===== src/rtl/bitcnt_pkg.sv =====
// Shared types for the set-bit / zero-run counting unit.
package bitcnt_pkg;

    // Operation codes carried on op_sel_i.
    typedef enum logic [1:0] {
        BC_SETBITS = 2'd0,
        BC_LEADZ   = 2'd1,
        BC_TRAILZ  = 2'd2,
        BC_IDLE    = 2'd3
    } bitcnt_op_e;

endpackage


===== src/rtl/bitcnt_prep.sv =====
// bitcnt_prep: builds the vector that the shared counting ripple consumes.
// Set-bit mode passes the operand through. Trailing-zero mode inverts it.
// Leading-zero mode reverses and inverts it, so the run of interest always
// begins at bit 0. The idle code yields an all-zero vector.
// Assumes: W >= 2. Purely combinational.
module bitcnt_prep
    import bitcnt_pkg::*;
#(
    parameter int W = 32
) (
    input  logic [W-1:0] operand_i,
    input  bitcnt_op_e   op_i,
    output logic [W-1:0] vec_o,
    output logic         gated_o
);

    logic [W-1:0] reversed;

    // Mirror the operand bit order.
    for (genvar g = 0; g < W; g++) begin : g_rev
        assign reversed[g] = operand_i[W-1-g];
    end

    // Choose the vector to be counted for the requested operation.
    always_comb begin
        unique case (op_i)
            BC_SETBITS: vec_o = operand_i;
            BC_LEADZ:   vec_o = ~reversed;
            BC_TRAILZ:  vec_o = ~operand_i;
            default:    vec_o = '0;
        endcase
    end

    // The zero-run modes stop counting at the first non-qualifying bit.
    assign gated_o = (op_i == BC_LEADZ) || (op_i == BC_TRAILZ);

endmodule


===== src/rtl/bitcnt_chain.sv =====
// bitcnt_chain: ripple of W one-bit accumulating stages starting at bit 0.
// Stage i adds vec_i[i] when its enable is high. Without gating every stage
// is enabled. With gating, stage i is enabled only when stage i-1 was
// enabled and its bit was 1, so the sum stops at the first 0 of vec_i.
// Assumes: CW bits can hold the value W. Purely combinational.
module bitcnt_chain #(
    parameter int W  = 32,
    parameter int CW = $clog2(W) + 1
) (
    input  logic [W-1:0]  vec_i,
    input  logic          gated_i,
    output logic [CW-1:0] sum_o
);

    logic [W-1:0]  stage_en;
    logic [CW-1:0] partial [0:W];

    assign partial[0] = '0;

    for (genvar g = 0; g < W; g++) begin : g_stage
        // Enable of this stage from the previous one.
        if (g == 0) begin : g_first
            assign stage_en[g] = 1'b1;
        end else begin : g_next
            assign stage_en[g] = ~gated_i | (stage_en[g-1] & vec_i[g-1]);
        end
        // One-bit accumulation for this stage.
        assign partial[g+1] = partial[g] + {{(CW-1){1'b0}}, stage_en[g] & vec_i[g]};
    end

    assign sum_o = partial[W];

endmodule


===== src/rtl/bitcnt_unit.sv =====
// bitcnt_unit: combinational set-bit, leading-zero and trailing-zero counter
// built on one shared ripple of one-bit adders.
// op_sel_i: 0 set bits, 1 leading zeros, 2 trailing zeros, 3 returns zero.
// Assumes: no clock; the caller registers the result when it needs to.
module bitcnt_unit
    import bitcnt_pkg::*;
#(
    parameter int WIDTH = 32,
    localparam int CW   = $clog2(WIDTH) + 1
) (
    input  logic [WIDTH-1:0] operand_i,
    input  logic [1:0]       op_sel_i,
    output logic [CW-1:0]    count_o
);

    bitcnt_op_e       op;
    logic [WIDTH-1:0] vec;
    logic             gated;

    // Decode the operation code.
    assign op = bitcnt_op_e'(op_sel_i);

    bitcnt_prep #(.W(WIDTH)) i_prep (
        .operand_i (operand_i),
        .op_i      (op),
        .vec_o     (vec),
        .gated_o   (gated)
    );

    bitcnt_chain #(.W(WIDTH), .CW(CW)) i_chain (
        .vec_i   (vec),
        .gated_i (gated),
        .sum_o   (count_o)
    );

endmodule


===== config.mk =====
export PLATFORM = sky130hd
export DESIGN_NAME = bitcnt_unit
export DESIGN_NICKNAME = d
export VERILOG_FILES = /design/src/rtl/bitcnt_pkg.sv /design/src/rtl/bitcnt_prep.sv /design/src/rtl/bitcnt_chain.sv /design/src/rtl/bitcnt_unit.sv
export SDC_FILE = /design/constraint.sdc
export NUM_CORES = 1
export LEC_CHECK = 0
export ABC_AREA = 1
export BUFFER_PORTS_ARGS = -buffer_cell sky130_fd_sc_hd__buf_2
export CORE_ASPECT_RATIO = 0.9
export CORE_MARGIN = 5
export CORE_UTILIZATION = 42
export DETAILED_ROUTE_END_ITERATION = 8
export GPL_TIMING_DRIVEN = 0
export SYNTH_ARGS = -nofsm -noshare
export SYNTH_HDL_FRONTEND = slang
export SYNTH_SLANG_ARGS = --single-unit

===== constraint.sdc =====
create_clock -name vclk -period 15.6
set_input_delay 3.12 -clock vclk [all_inputs]
set_output_delay 3.12 -clock vclk [all_outputs]
set_load 0.005 [all_outputs]

==> reports/metrics.yaml <==
status: "finished, final reports clean"
grt_usage: 0.155
die_h_um: 72.5
min_path_cells: 7
fin_crit_ns: 13.88
grt_antenna_before_repair: 0
wl_um: 4350
cpPeakStageDelay_ns: 0.49
grt_max_degree: 11
syn_nets: 355
worst_path_max_delay_cell: "fa_1"
ctsResizeCount: 0
period_share: 0.890
syn_area_um2: 1830
dieArea_um2: 5770
grt_pass1_vias: 1793
place_congestion: 0.792
drc: 0
drtIter0Drc: 80
timing.fmax_mhz: 72.1
post_cts_buffers: 0
slew_violations: 0
worstPathRequired_ns: 12.48
core_um2: 4130
rsz0062_at_grt: "no"
synth.area.top_cells: "fa_1 26%, nand2_1 15%, inv_1 14%, o221ai_1 13%, ha_1 8.2%"
grt_pass1_wl_um: 7600
seq_area_frac_synth: 0
first_pass_iters: 4
fin_nets: 397
synthTopCellsByCount: "75 x nand2_1, 70 x inv_1, 28 x o221ai_1"
regArea_um2: 0
port_buffers: 40
nClkBuffers: 0
die_width_um: 79.5
cp.arrival_ns: 10.76
vias: 1882
hpwl_um: 3910
initial_core_util: 0.442
peakVddDrop_mv: 0.0687
yosys_warnings: 0
tightest_slew_ns: 0.491
drive_gt1_frac: 0.175
max_slew_margin: 0.673
drv_cap: 0
nFlopsAndLatches: 0
post_synth_num_cell_types: 23
setup_viol: 0
worst-setup-path-type: "in -> out"
final-hold-violation-count: 0
endpoint_kind: "output pin"
powerDensity_nw_per_um2: 106
tns_ns: 0
stdcell_count: 373
postCtsHoldBufs: 0
dpl.cell_count: 373
yosysMostFrequentCell: "nand2_1"
worst-path-max-fanout: 5
synth_top_area_share: 0.263
p_leak_nw: 1.17
grt_overflow_total: 0
area_growth_pct: 14.3
syn_inst: 285
start_kind: "primary input"
via_per_inst: 5.05
wl_per_cell_um: 11.6
rows: 22
hold_path_class: "in -> out"
synth_area_leader_cell: "fa_1"
ios: 40
syn_avg_cell_area_um2: 6.41
drtAntennaViolNets: 0
n_antenna_cell: 0
post-route-util: 0.505
[routing by layer]
metal  track usage  up-vias  part of all wire
met1         0.213      861              0.48
met3       0.00496        0             0.033
met4             0        0                 0
li1              -      995                 -
met5             0        -                 0
met2         0.289       26              0.48
[power breakdown]
part           switching, W  total, W  internal, W
Sequential                0         0            0
Combinational      0.000124  0.000221    0.0000970
Clock                     0         0            0
Total              0.000124  0.000221    0.0000970
[final timing paths]
check,startpoint,end
setup / recovery,op_sel_i[0],count_o[4]
hold / removal,operand_i[17],count_o[0]
[stage by stage]
step | setup slack, ns | total power [W] | hold slack, ns | cell area [um^2]
2_1_floorplan | 2.70 | 0.000161 | 6.75 | 1830
3_3_place_gp | 1.78 | 0.000221 | 7.05 | 2090
3_5_place_dp | 1.72 | 0.000225 | 7.05 | 2090
4_1_cts | 1.71 | 0.000226 | 7.05 | 2090
5_1_grt | 1.17 | 0.000269 | 7.16 | 2090
6_report | 1.72 | 0.000221 | 7.05 | 2090
[placed cells by master (no fill, tap or decap), drive strengths merged]
master,instances
a41oi,6
ha,12
nand2,75
clkinv,1
o221ai,28
fa,24
inv,75
xnor2,1
o21a,1
a21oi,10
xor2,2
o21ai,7
a31oi,3
a21o,2
clkbuf,6
nor2,21
buf,47
nand3,4
[critical path, delay by kind of cell]
family	cells	cell delay, ns
buffers and inverters	7	0.52
xor gates and xnor gates	1	0.12
adders and majority gates	9	3.92
and+or+nand+nor	14	1.82
AOI/OAI and AO/OA	9	1.24
[layout make-up]
type | count | area (um^2)
Timing Repair Buffer | 40 | 200
Inverter | 76 | 285
Fill cell | 478 | 2040
Tap cell | 48 | 60.1
Multi-Input combinational cell | 196 | 1490
Buffer | 13 | 51.3
[logic make-up (layout without fill, tap and decap cells)]
logic type | after synthesis | in the layout | synth area share
xor+xnor | 3 | 3 | 0.0144
compound gates | 57 | 57 | 0.236
buf+inv | 89 | 129 | 0.184
simple gates | 100 | 100 | 0.219
fa+ha+maj | 36 | 36 | 0.345
(Power assumes the default switching activity.)
